### config.mk
export PLATFORM = sky130hd
export DESIGN_NAME = pic_host_if
export DESIGN_NICKNAME = d
export VERILOG_FILES = /design/src/rtl/pic_host_pkg.sv /design/src/rtl/pic_cmd_decode.sv /design/src/rtl/pic_init_seq.sv /design/src/rtl/pic_op_regs.sv /design/src/rtl/pic_read_mux.sv /design/src/rtl/pic_host_if.sv
export SDC_FILE = /design/constraint.sdc
export NUM_CORES = 1
export LEC_CHECK = 0
export ABC_AREA = 1
export CAP_MARGIN = 20
export CORE_MARGIN = 2
export CORE_UTILIZATION = 62
export CTS_CLUSTER_DIAMETER = 120
export CTS_CLUSTER_SIZE = 25
export DETAILED_ROUTE_END_ITERATION = 6
export DONT_BUFFER_PORTS = 1
export PLACE_DENSITY_LB_ADDON = 0.12
export SETUP_SLACK_MARGIN = 0.3
export SKIP_CTS_REPAIR_TIMING = 1
export SLEW_MARGIN = 20
export SYNTH_ARGS = -nofsm -noshare
export SYNTH_HDL_FRONTEND = slang
export SYNTH_SLANG_ARGS = --single-unit
export TNS_END_PERCENT = 50
### constraint.sdc
create_clock -name clk -period 2.1 [get_ports clk]
set_input_delay 0.315 -clock clk [delete_from_list [all_inputs] [get_ports clk]]
set_output_delay 0.315 -clock clk [all_outputs]
set_load 0.05 [all_outputs]
### src/rtl/pic_host_pkg.sv
package pic_host_pkg;
  localparam int DATA_W = 8;
  localparam int LVL_W  = $clog2(DATA_W);

  typedef enum logic [2:0] {
    SEQ_IDLE, SEQ_NEED2, SEQ_NEED3, SEQ_NEED4, SEQ_READY
  } seq_t;

  typedef enum logic [2:0] {
    WK_NONE, WK_ICW1, WK_ICW2, WK_ICW3, WK_ICW4, WK_OCW1, WK_OCW2, WK_OCW3
  } wkind_t;

  // Which register a write reaches: port, bits 4/3 and sequencer state.
  function automatic wkind_t classify(input logic odd, input logic [DATA_W-1:0] d,
                                      input seq_t st);
    wkind_t k;
    k = WK_NONE;
    if (!odd) begin
      if (d[4])                 k = WK_ICW1;
      else if (st == SEQ_READY) k = d[3] ? WK_OCW3 : WK_OCW2;
    end else begin
      case (st)
        SEQ_NEED2: k = WK_ICW2;
        SEQ_NEED3: k = WK_ICW3;
        SEQ_NEED4: k = WK_ICW4;
        SEQ_READY: k = WK_OCW1;
        default:   k = WK_NONE;
      endcase
    end
    return k;
  endfunction

  function automatic seq_t after_icw2(input logic single, input logic need4);
    if (!single) return SEQ_NEED3;
    return need4 ? SEQ_NEED4 : SEQ_READY;
  endfunction

  function automatic seq_t after_icw3(input logic need4);
    return need4 ? SEQ_NEED4 : SEQ_READY;
  endfunction

  // Poll byte: bit 7 = any pending, low bits = lowest-numbered pending input.
  function automatic logic [DATA_W-1:0] poll_byte(input logic [DATA_W-1:0] pend);
    logic [DATA_W-1:0] r;
    r = '0;
    for (int i = DATA_W - 1; i >= 0; i--) begin
      if (pend[i]) begin
        r = '0;
        r[DATA_W-1] = 1'b1;
        r[LVL_W-1:0] = LVL_W'(i);
      end
    end
    return r;
  endfunction
endpackage

### src/rtl/pic_cmd_decode.sv
module pic_cmd_decode
  import pic_host_pkg::*;
(
  input  logic              wr_stb,
  input  logic              odd,
  input  logic [DATA_W-1:0] d,
  input  seq_t              st,
  output wkind_t            kind
);
  always_comb kind = wr_stb ? classify(odd, d, st) : WK_NONE;
endmodule

### src/rtl/pic_init_seq.sv
module pic_init_seq
  import pic_host_pkg::*;
(
  input  logic              clk,
  input  logic              rst_n,
  input  wkind_t            kind,
  input  logic [DATA_W-1:0] d,
  output seq_t              st,
  output logic [DATA_W-1:0] vec_base,
  output logic [DATA_W-1:0] cascade_word,
  output logic              trig_level,
  output logic              spacing4,
  output logic              single_mode,
  output logic              mode_8086,
  output logic              auto_eoi,
  output logic              buf_master,
  output logic              buf_mode,
  output logic              nested_mode
);
  logic need4;

  always_ff @(posedge clk or negedge rst_n) begin
    if (!rst_n) begin
      st <= SEQ_IDLE;
      need4 <= 1'b0;
      vec_base <= '0;
      cascade_word <= '0;
      {trig_level, spacing4, single_mode} <= '0;
      {nested_mode, buf_mode, buf_master, auto_eoi, mode_8086} <= '0;
    end else begin
      case (kind)
        WK_ICW1: begin
          st <= SEQ_NEED2;
          need4 <= d[0];
          single_mode <= d[1];
          spacing4 <= d[2];
          trig_level <= d[3];
          vec_base <= '0;
          cascade_word <= '0;
          {nested_mode, buf_mode, buf_master, auto_eoi, mode_8086} <= '0;
        end
        WK_ICW2: begin
          vec_base <= d;
          st <= after_icw2(single_mode, need4);
        end
        WK_ICW3: begin
          cascade_word <= d;
          st <= after_icw3(need4);
        end
        WK_ICW4: begin
          {nested_mode, buf_mode, buf_master, auto_eoi, mode_8086} <= d[4:0];
          st <= SEQ_READY;
        end
        default: ;
      endcase
    end
  end
endmodule

### src/rtl/pic_op_regs.sv
module pic_op_regs
  import pic_host_pkg::*;
(
  input  logic              clk,
  input  logic              rst_n,
  input  wkind_t            kind,
  input  logic [DATA_W-1:0] d,
  input  logic              rd_even,
  output logic [DATA_W-1:0] imr,
  output logic              read_isr,
  output logic              smm,
  output logic              poll_armed,
  output logic              cmd_valid,
  output logic              cmd_rotate,
  output logic              cmd_specific,
  output logic              cmd_eoi,
  output logic [LVL_W-1:0]  cmd_level
);
  always_ff @(posedge clk or negedge rst_n) begin
    if (!rst_n) begin
      imr <= '0;
      read_isr <= 1'b0;
      smm <= 1'b0;
      poll_armed <= 1'b0;
      cmd_valid <= 1'b0;
      {cmd_rotate, cmd_specific, cmd_eoi} <= '0;
      cmd_level <= '0;
    end else begin
      cmd_valid <= 1'b0;
      if (rd_even) poll_armed <= 1'b0;
      case (kind)
        WK_ICW1: begin
          imr <= '0;
          read_isr <= 1'b0;
          smm <= 1'b0;
          poll_armed <= 1'b0;
        end
        WK_OCW1: imr <= d;
        WK_OCW2: begin
          cmd_valid <= 1'b1;
          cmd_rotate <= d[7];
          cmd_specific <= d[6];
          cmd_eoi <= d[5];
          cmd_level <= d[LVL_W-1:0];
        end
        WK_OCW3: begin
          if (d[1]) read_isr <= d[0];
          if (d[6]) smm <= d[5];
          if (d[2]) poll_armed <= 1'b1;
        end
        default: ;
      endcase
    end
  end
endmodule

### src/rtl/pic_read_mux.sv
module pic_read_mux
  import pic_host_pkg::*;
(
  input  logic              odd,
  input  logic              poll_armed,
  input  logic              read_isr,
  input  logic [DATA_W-1:0] irr,
  input  logic [DATA_W-1:0] isr,
  input  logic [DATA_W-1:0] imr,
  output logic [DATA_W-1:0] dout
);
  always_comb begin
    if (odd)             dout = imr;
    else if (poll_armed) dout = poll_byte(irr & ~imr);
    else if (read_isr)   dout = isr;
    else                 dout = irr;
  end
endmodule

### src/rtl/pic_host_if.sv
module pic_host_if
  import pic_host_pkg::*;
(
  input  logic              clk,
  input  logic              rst_n,
  input  logic              cs,
  input  logic              wr,
  input  logic              rd,
  input  logic              a0,
  input  logic [DATA_W-1:0] din,
  input  logic [DATA_W-1:0] irr,
  input  logic [DATA_W-1:0] isr,
  output logic [DATA_W-1:0] dout,
  output logic              init_done,
  output logic [DATA_W-1:0] vec_base,
  output logic [DATA_W-1:0] cascade_word,
  output logic              trig_level,
  output logic              spacing4,
  output logic              single_mode,
  output logic              mode_8086,
  output logic              auto_eoi,
  output logic              buf_master,
  output logic              buf_mode,
  output logic              nested_mode,
  output logic [DATA_W-1:0] imr,
  output logic              smm,
  output logic              cmd_valid,
  output logic              cmd_rotate,
  output logic              cmd_specific,
  output logic              cmd_eoi,
  output logic [LVL_W-1:0]  cmd_level
);
  seq_t   st;
  wkind_t kind;
  logic   wr_stb, rd_even, read_isr, poll_armed;

  assign wr_stb  = cs & wr;
  assign rd_even = cs & rd & ~a0;
  assign init_done = (st == SEQ_READY);

  pic_cmd_decode u_dec (
    .wr_stb(wr_stb), .odd(a0), .d(din), .st(st), .kind(kind)
  );

  pic_init_seq u_seq (
    .clk(clk), .rst_n(rst_n), .kind(kind), .d(din), .st(st),
    .vec_base(vec_base), .cascade_word(cascade_word), .trig_level(trig_level),
    .spacing4(spacing4), .single_mode(single_mode), .mode_8086(mode_8086),
    .auto_eoi(auto_eoi), .buf_master(buf_master), .buf_mode(buf_mode),
    .nested_mode(nested_mode)
  );

  pic_op_regs u_ops (
    .clk(clk), .rst_n(rst_n), .kind(kind), .d(din), .rd_even(rd_even),
    .imr(imr), .read_isr(read_isr), .smm(smm), .poll_armed(poll_armed),
    .cmd_valid(cmd_valid), .cmd_rotate(cmd_rotate), .cmd_specific(cmd_specific),
    .cmd_eoi(cmd_eoi), .cmd_level(cmd_level)
  );

  pic_read_mux u_rmux (
    .odd(a0), .poll_armed(poll_armed), .read_isr(read_isr),
    .irr(irr), .isr(isr), .imr(imr), .dout(dout)
  );
endmodule

# After elaboration in Yosys (flattened, before gate mapping)
# Cells that the tools add are included.
classes:
  bitwise: 6
  n_eq_ne: 13
  n_reduce_logical: 8
  muxes: 39
op_table:
  columns: ["op", "n"]
  rows:
  - ["$mux 8", 11]
  - ["$pmux 8 s2", 3]
  - ["$pmux 3 s4", 2]
  - ["$mux 3", 7]
  - ["$pmux 1 s2", 8]
  - ["$eq 3x3->1 const B", 5]
  - ["$eq 3x2->1 const B", 4]
  - ["$reduce_bool 2->1", 5]
  - ["$and 8x8->8", 1]
  - ["$mux 1", 8]
  - ["$not 8->8", 1]
  - ["$eq 3x1->1 const B", 2]
  - ["$ne 2x2->1 const B", 2]
  - ["$reduce_and 2->1", 2]
  - ["$reduce_bool 4->1", 1]
  - ["$and 1x1->1", 3]
  - ["$not 1->1", 1]
word_totals:
  in_bits: 30
  regBits: 46
  wordCells: 87

# Longest topological paths before layout
# Gate-level depths: netlist of the first run.
depth:
  word_depth: 12
  depth_mapped: 11
  depth_no_buf: 11

# By module
# From an unflattened synthesis of the first run, not the netlist that was laid out.
hier_totals:
  hier_cells: 304
  hier_area_um2: 2481.1
modules_own_cells:
  columns: ["module", "area_per_inst_um2", "cells_per_inst", "instances", "seq_area_each_um2"]
  rows:
  - ["pic_init_seq", 1236.2, 121, 1, 700.7]
  - ["pic_op_regs", 779.5, 81, 1, 450.4]
  - ["pic_read_mux", 331.6, 70, 1, 0.0]
  - ["pic_cmd_decode", 102.6, 25, 1, 0.0]
  - ["pic_host_if", 31.3, 7, 1, 0.0]

# Least setup slack after synthesis of the first run
# No wires, ideal clock.
synth_timing:
  path_type: "register to output"
  startpoint: "register u_ops.imr[1]"
  endpoint: "output port dout[2]"
  path_stages_with_launch: 6
  t_arrival_ns: 1.999
  slack_ns: -0.214
  t_required_ns: 1.785
  cell_sequence: "dfrtp_1 -> inv_1 -> nand2_1 -> nor3b_1 -> nand3_1 -> a31oi_1"
synth_via:
  elab_chain_len: 6
synth_lines:
  columns: ["element", "line_no", "rtl"]
  rows:
  - ["from (decl)", "pic_op_regs.sv:9", "output logic [DATA_W-1:0] imr,"]
  - ["from (signal assigned)", "pic_op_regs.sv:21", "imr <= '0;"]
  - ["from (signal assigned)", "pic_op_regs.sv:33", "imr <= '0;"]
  - ["from (signal assigned)", "pic_op_regs.sv:38", "WK_OCW1: imr <= d;"]
  - ["$not 8->8", "pic_read_mux.sv:14", "else if (poll_armed) dout = poll_byte(irr & ~imr);"]
  - ["$and 8x8->8", "pic_read_mux.sv:14", null]
  - ["$mux 8 (2 in series)", "pic_host_pkg.sv:47", "if (pend[i]) begin"]
  - ["$mux 8", "pic_read_mux.sv:14", null]
  - ["$mux 8", "pic_read_mux.sv:13", "if (odd) dout = imr;"]
  - ["to (decl)", "pic_host_if.sv:13", "output logic [DATA_W-1:0] dout,"]
# Every way passes these cells.

# Worst setup path in the final report of the first run
layout_timing:
  startpoint: "register u_ops.imr[5]"
  endpoint: "output port dout[7]"
layout_via:
  elab_chain_len: 10
layout_lines:
  columns: ["element", "line_no"]
  rows:
  - ["$not 8->8", "pic_read_mux.sv:14"]
  - ["$and 8x8->8", "pic_read_mux.sv:14"]
  - ["$mux 8 (6 in series)", "pic_host_pkg.sv:47"]
  - ["$mux 8", "pic_read_mux.sv:14"]
  - ["$mux 8", "pic_read_mux.sv:13"]
# Every way passes these cells.

==> key figures, run 1 <==
Yosys
  • Synth cell count leaders: nand2_1 (51), dfrtp_1 (46), inv_1 (29), o21ai_1 (27), nand3_1 (26)
  • Xor/xnor share of the synthesized area: 0
  • Synth unique cells: 29
  • Synthesized flop and latch total: 46
  • Synth top area share: 0.483
  • Post-synthesis sequential area ratio: 0.483
  • Top_reg_cell synth: dfrtp_1
  • Yosys warnings: 0
  • Main combinational cell family by area after synthesis: simple AND/OR/NAND/NOR gates
  • Cells after synthesis: 282
  • Count leader, synth: nand2_1
  • Ys async rst share: 1.00
  • Complex-gate fraction of the synthesized area: 0.160
  • Multiplexer share of the synthesized area: 0
  • Post-synth EDFFs: 0
  • Synth area leaders: dfrtp_1 (48%), nand2_1 (8.0%), o21ai_1 (5.7%), nand3_1 (5.5%), inv_1 (4.6%)
  • Adder-Cell Fraction of Synth Area: 0
  • Syn Nets: 312
  • Biggest area consumer among synthesized cells: dfrtp_1
  • Post-Syn Area: 2380 um^2
  • Simple-Gate Fraction of Synth Area: 0.276
  • Mean Syn Cell Area: roughly 8.5 um^2

Hold path
  • Worst Hold End: u_ops.poll_armed
  • Hold depth: 2
  • Hold Crit Class: primary input to flip-flop
  • Min-delay src: din[2]

GRT
  • All-Layer GR Usage: 0.264
  • Pin count of the biggest net entering global routing: 47
  • Global-route wire length before repair: around 8.6 mm
  • Initial antenna violation count: 0
  • Overflow after GRT: 0
  • Vias in the first global route: between 1500 and 2000

Setup path
  • Critical path class: flip-flop to primary output
  • Reg-to-reg endpoint: u_ops.cmd_eoi
  • Levels on crit path: 4
  • Buffers plus inverters on the worst setup path: 0
  • Largest fanout on the critical path: 4
  • Highest-delay cell along the critical path: dfrtp_2
  • Crit-path leading delay family: flip-flops
  • WP data arrival: around 1.7 ns
  • Worst setup EP type: primary output
  • Crit-path cells: o21ai_0, or2_2, o221ai_2, o21ai_4
  • Reg-to-Reg Start: u_seq.st[0]
  • CP Launch Type: flip-flop
  • Required time of the critical path: roughly 1.8 ns
  • Worst reg-to-reg setup slack: 0.23 ns
  • R2R cell count: 9
  • Critical Path Max Stage Delay: between 0.5 and 0.6 ns

Outcome
  • Outcome: complete, no violations

Die
  • Rows: 22
  • I/O pin total: 79
  • Starting Density: 0.646
  • CORE AREA: roughly 3700 um^2
  • Die Width: between 60 and 70 um
  • Die height: ~66 um
  • Die ar.: 4360 um^2

Detailed routing
  • Detailed Routing Iterations Pass 1: 4
  • Drt drc: 0
  • Routed via count: about 2100
  • Antenna viol nets, final: 0
  • Detail-routed net length per standard cell: around 17 um
  • DRT Wirelength: between 6 and 7 mm
  • Initial DRC count: ~130
  • Via density: slightly below 6

Placement
  • Dpl ws: 0.210 ns
  • Area after DPL: 2510 um^2
  • GP Congestion: about 0.90
  • Detail Placement HPWL: between 3 and 4 mm
  • IO Port Bufs: 0

STA
  • Total negative setup slack: 0 ns
  • Rel. slew slack: 0.630
  • Min Tclk post-route: around 2 ns
  • RSZ-0062 raised after global routing: yes
  • Final worst-path cycle share: 0.972
  • Max Slew Vio Count: 0
  • Setup Skew: around 0.0037 ns
  • Hold Violations, Final: 0
  • FMAX: just under 500 MHz
  • Final WS setup: between 0.05 and 0.06 ns
  • Setup Viol. Count Final: 0
  • Minimum hold slack: ~0.19 ns
  • Worst slew pin tran: about 0.55 ns

Power
  • Pwr dens: 1170 nW/um^2
  • Static Leak: ~1.4 nW
  • Pwr Total: between 3 and 4 mW
  • VDD IR max: 1040 uV

CTS
  • Clk_lat worst skew: 0.29 ns
  • CTS tree: built
  • CTS H-tree depth: 2
  • Clock slew at reported path FFs: around 0.08 ns
  • Max clock buf depth: 2
  • Total CTS buffers: 5
  • Root Driver: clkbuf_8
  • CTS Sinks: 46

Finish
  • Syn-to-layout area delta: 21.0%
  • Number of antenna diodes: 0
  • Layout cell share with drive strength beyond 1: 0.261
  • Design area: approximately 2900 um^2
  • Final net count: 339
  • Fillers: 263

Run
  • MaxCap Viol Count: 0
## cell families after synthesis
group                  Yosys count
buffers and inverters           43
AND/OR/NAND/NOR                125
AO/OA/AOI/OAI                   68
flip-flops                      46
## cell type report
type,instances,area (um^2),area share
clock buffers,6,72.6,0.0252
clock inverters,2,13.8,0.00477
inverters,34,128,0.0443
multi-input cells,194,1200,0.415
flip-flops and latches,46,1160,0.403
well taps,48,60.1,0.0208
repair buffers,28,253,0.0876
## through the flow
step,cells,utilization
2_1_floorplan,282,-
3_3_place_gp,335,0.680
3_5_place_dp,335,0.680
4_1_cts,343,0.704
5_1_grt,358,0.782
6_report,358,0.782
## routing by layer
layer	up-vias	global-route usage	wire, um
met2	81	0.395	2970
met1	1028	0.381	2610
li1	1002	-	-
met5	-	0	0
met4	0	0.0689	63
met3	6	0.0750	419
## cell usage in the layout, fill, tap and decap left out, drive strengths merged, types with 2 or more instances in the layout
master and instances:
nand2 56, o221ai 2, nand3 35, o21a 6, nand4 3, o21ai 44
a21oi 3, nor2 29, clkbuf 6, a31oi 2, o22ai 10, inv 33
buf 27, dfrtp 46, clkinv 3
## worst max-delay path by stage
stage                  from          end  slack (ns)
2_1_floorplan  u_ops.imr[1]      dout[2]        0.21
4_1_cts        u_ops.imr[5]      dout[7]       0.009
3_5_place_dp    u_seq.st[1]  u_seq.st[0]        0.21
3_3_place_gp    u_seq.st[1]  u_seq.st[0]        0.29
6_report       u_ops.imr[5]      dout[7]        0.06
5_1_grt        u_ops.imr[5]      dout[0]       -0.05
## power breakdown
part	internal, mW	switching, mW
combinational	0.316	0.562
sequential	1.11	0.869
clock	0.235	0.292
total	1.66	1.72
## flip-flops by register name, indices dropped and copies added, names as in the netlist
signal              cells
u_seq.need4             1
u_ops.poll_armed        1
u_seq.buf_master        1
u_ops.cmd_rotate        1
u_ops.cmd_specific      1
u_seq.auto_eoi          1
u_ops.cmd_level         3
u_seq.single_mode       1
u_ops.cmd_valid         1
u_seq.mode_8086         1
u_ops.read_isr          1
u_ops.cmd_eoi           1
u_seq.st                3
u_seq.vec_base          8
u_seq.cascade_word      8
u_seq.spacing4          1
u_ops.imr               8
u_seq.buf_mode          1
u_seq.nested_mode       1
u_ops.smm               1
u_seq.trig_level        1
No activity file was read; power rests on OpenSTA's default activity.
==> run 2, diff against run 1 <==
CORE_ASPECT_RATIO = 1.1   (was unset)
clock period = 2.2 ns   (was 2.1 ns; I/O delays follow)
==> run 2 against run 1 <==
  * Die area about the same
  * Register-to-register slack better by 0.13 ns
  * Core utilization down 1.2 points
  * Via count down 2.6%
  * Clock power up 18%
  * Flip-flop and latch count unchanged
  * Highest routed layer unchanged
==> key figures, run 2 (synthesis gave the netlist of run 1 again) <==
Outcome
  • Outcome: complete, no violations

Die
  • I/O pin total: 79 (unchanged)
  • Die height: 69.0 um (+4.6%)
  • CORE AREA: 3650 um^2 (-0.92%)
  • Die ar.: 4360 um^2 (about the same)
  • Starting Density: 0.652 (+0.00597)
  • Die Width: 63.1 um (-4.4%)
  • Rows: 23 (+4.5%)

STA
  • RSZ-0062 raised after global routing: yes
  • Min Tclk post-route: about 1.9 ns
  • Hold Violations, Final: 0 (unchanged)
  • Rel. slew slack: 0.617 (-0.0133)
  • Total negative setup slack: 0 ns (unchanged)
  • Final WS setup: 0.289 ns (+0.230 ns)
  • Worst slew pin tran: 0.575 ns (+0.0199 ns)
  • Setup Skew: 0.0109 ns (+0.00715 ns)
  • Max Slew Vio Count: 0 (unchanged)
  • Minimum hold slack: 0.174 ns (-0.0132 ns)
  • Final worst-path cycle share: 0.869
  • FMAX: ~520 MHz
  • Setup Viol. Count Final: 0 (unchanged)

Finish
  • Commonest non-fill, non-tap cell in the layout: nand2_1
  • Fin cells: 354 (-1.1%)
  • Layout cell share with drive strength beyond 1: 0.230 (-0.0310)
  • Top Registers: u_ops.imr: 8 flops, u_seq.cascade_word: 8 flops, u_seq.vec_base: 8 flops
  • Final net count: 333 (-1.8%)
  • Post-layout util: 0.770 (-0.0116)
  • Syn-to-layout area delta: 18.1%
  • Most frequent cells in the layout: nand2_1 (48), dfrtp_1 (44), o21ai_1 (33)
  • Number of antenna diodes: 0 (unchanged)
  • Design area: 2820 um^2 (-2.4%)

Power
  • Pwr Total: 3.31 mW (-2.3%)
  • Reg power frac: 0.568 (-0.017)
  • Switching share of power: 0.492 (-0.0169)
  • VDD IR max: 911 uV (-12%)
  • Pwr dens: 1170 nW/um^2 (about the same)
  • Static Leak: 1.32 nW (-2.2%)
  • Switch Pwr: 1.63 mW (-5.6%)
  • Int Power: 1.68 mW (+1.0%)
  • Combinational power share: 0.244 (-0.016)
  • Clock power share: 0.188 (+0.032)

Detailed routing
  • DRT Wirelength: 5.81 mm (-4.2%)
  • Initial DRC count: 105 (-19%)
  • Drt drc: 0 (unchanged)
  • Detail-routed net length per standard cell: 16.4 um (-3.1%)
  • Routed via count: 2063 (-2.6%)
  • Detailed Routing Iterations Pass 1: 4 (unchanged)
  • Antenna viol nets, final: 0 (unchanged)
  • Via density: 5.83 (-1.4%)

Setup path
  • Largest fanout on the critical path: 4 (unchanged)
  • Highest-delay cell along the critical path: dfrtp_2
  • Critical Path Max Stage Delay: 0.42 ns (-0.14 ns)
  • Reg-to-Reg Start: u_seq.st[1]
  • Worst setup path end: dout[2]
  • Reg-to-reg endpoint: u_ops.cmd_level[1]
  • Worst Setup SP: u_ops.poll_armed
  • Worst setup EP type: primary output
  • Required time of the critical path: 1.87 ns (+0.09 ns)
  • R2R cell count: 9 (unchanged)
  • CP Launch Type: flip-flop
  • WP data arrival: 1.58 ns (-0.15 ns)
  • Crit-path cells: inv_1, nor3b_4, nand3_2, a31oi_4, buf_12
  • Critical path class: flip-flop to primary output
  • Worst reg-to-reg setup slack: 0.36 ns (+0.13 ns)

CTS
  • Max clock buf depth: 2 (unchanged)
  • CTS tree: built
  • CTS Sinks: 46 (unchanged)
  • CTS H-tree depth: 2 (unchanged)
  • Total CTS buffers: 5 (unchanged)
  • Clock slew at reported path FFs: 0.09 ns (about the same)
  • Clk_lat worst skew: 0.30 ns (about the same)
  • Root Driver: clkbuf_8

GRT
  • Global-route wire length before repair: 8.87 mm (+3.0%)
  • Vias in the first global route: 1950 (+9.4%)
  • All-Layer GR Usage: 0.259 (-0.00476)
  • Initial antenna violation count: 0 (unchanged)
  • Pin count of the biggest net entering global routing: 47 (unchanged)
  • Overflow after GRT: 0 (unchanged)

Hold path
  • Hold Crit Class: primary input to flip-flop

Placement
  • Placed Cells: 338 (+0.90%)
  • Detail Placement HPWL: 4.06 mm (+4.1%)
  • Dpl ws: 0.316 ns (+0.107 ns)
  • IO Port Bufs: 0 (unchanged)
  • GP Congestion: 0.872 (-2.9%)
  • Area after DPL: 2520 um^2 (+0.45%)

Run
  • MaxCap Viol Count: 0 (unchanged)
run 2: cell count changes in the layout (fill, tap and decap cells not counted), sizes merged:
cell / previous run / this run
buf: 27 / 21
bufinv: 0 / 1
clkinv: 3 / 1
clkinvlp: 0 / 1
run 2: how the worst min path moves through the flow:
| stage | startpoint | to | slack [ns] | cells past startpoint |
|---|---|---|---|---|
| after global placement | rst_n | u_ops.cmd_rotate | 0.04 | 0 |
| after CTS | rst_n | u_seq.vec_base[1] | -0.29 | 0 |
| after floorplan | rst_n | u_ops.cmd_eoi | 0.03 | 0 |
| after global routing | din[2] | u_ops.poll_armed | 0.19 | 2 |
| after detailed placement | rst_n | u_ops.cmd_rotate | 0.03 | 0 |
| final | din[2] | u_ops.poll_armed | 0.17 | 2 |
run 2: area by class of cell:
| cell class | count | area [um^2] |
|---|---|---|
| sequential | 46 | 1150 |
| clock inverter | 2 | 37.5 |
| timing repair buffer | 22 | 204 |
| multi-input combinational | 194 | 1160 |
| tap | 50 | 62.6 |
| clock buffer | 6 | 72.6 |
| inverter | 34 | 128 |
| fill | 266 | 840 |
run 2: routing by layer:
layer / GRT usage / vias up / part of all wire
li1: - / 993 / -
met5: 0 / - / 0
met4: 0.0667 / 0 / 0.011
met2: 0.418 / 85 / 0.48
met1: 0.328 / 976 / 0.41
met3: 0.0979 / 9 / 0.10
run 2: power groups by stage:
stage	Sequential, mW	Combinational (mW)	Clock (mW)
floorplan	1.89	0.538	0
global placement	1.88	0.705	0
detailed placement	1.89	0.726	0
CTS	1.87	0.727	0.626
global route	1.90	0.887	0.658
finish	1.88	0.806	0.621
run 2: critical path, delay by kind of cell (launching register included):
family,cells,cell delay [ns]
DFF,1,0.42
AOI/OAI and AO/OA,1,0.22
buffers and inverters,2,0.26
and+or+nand+nor,2,0.38
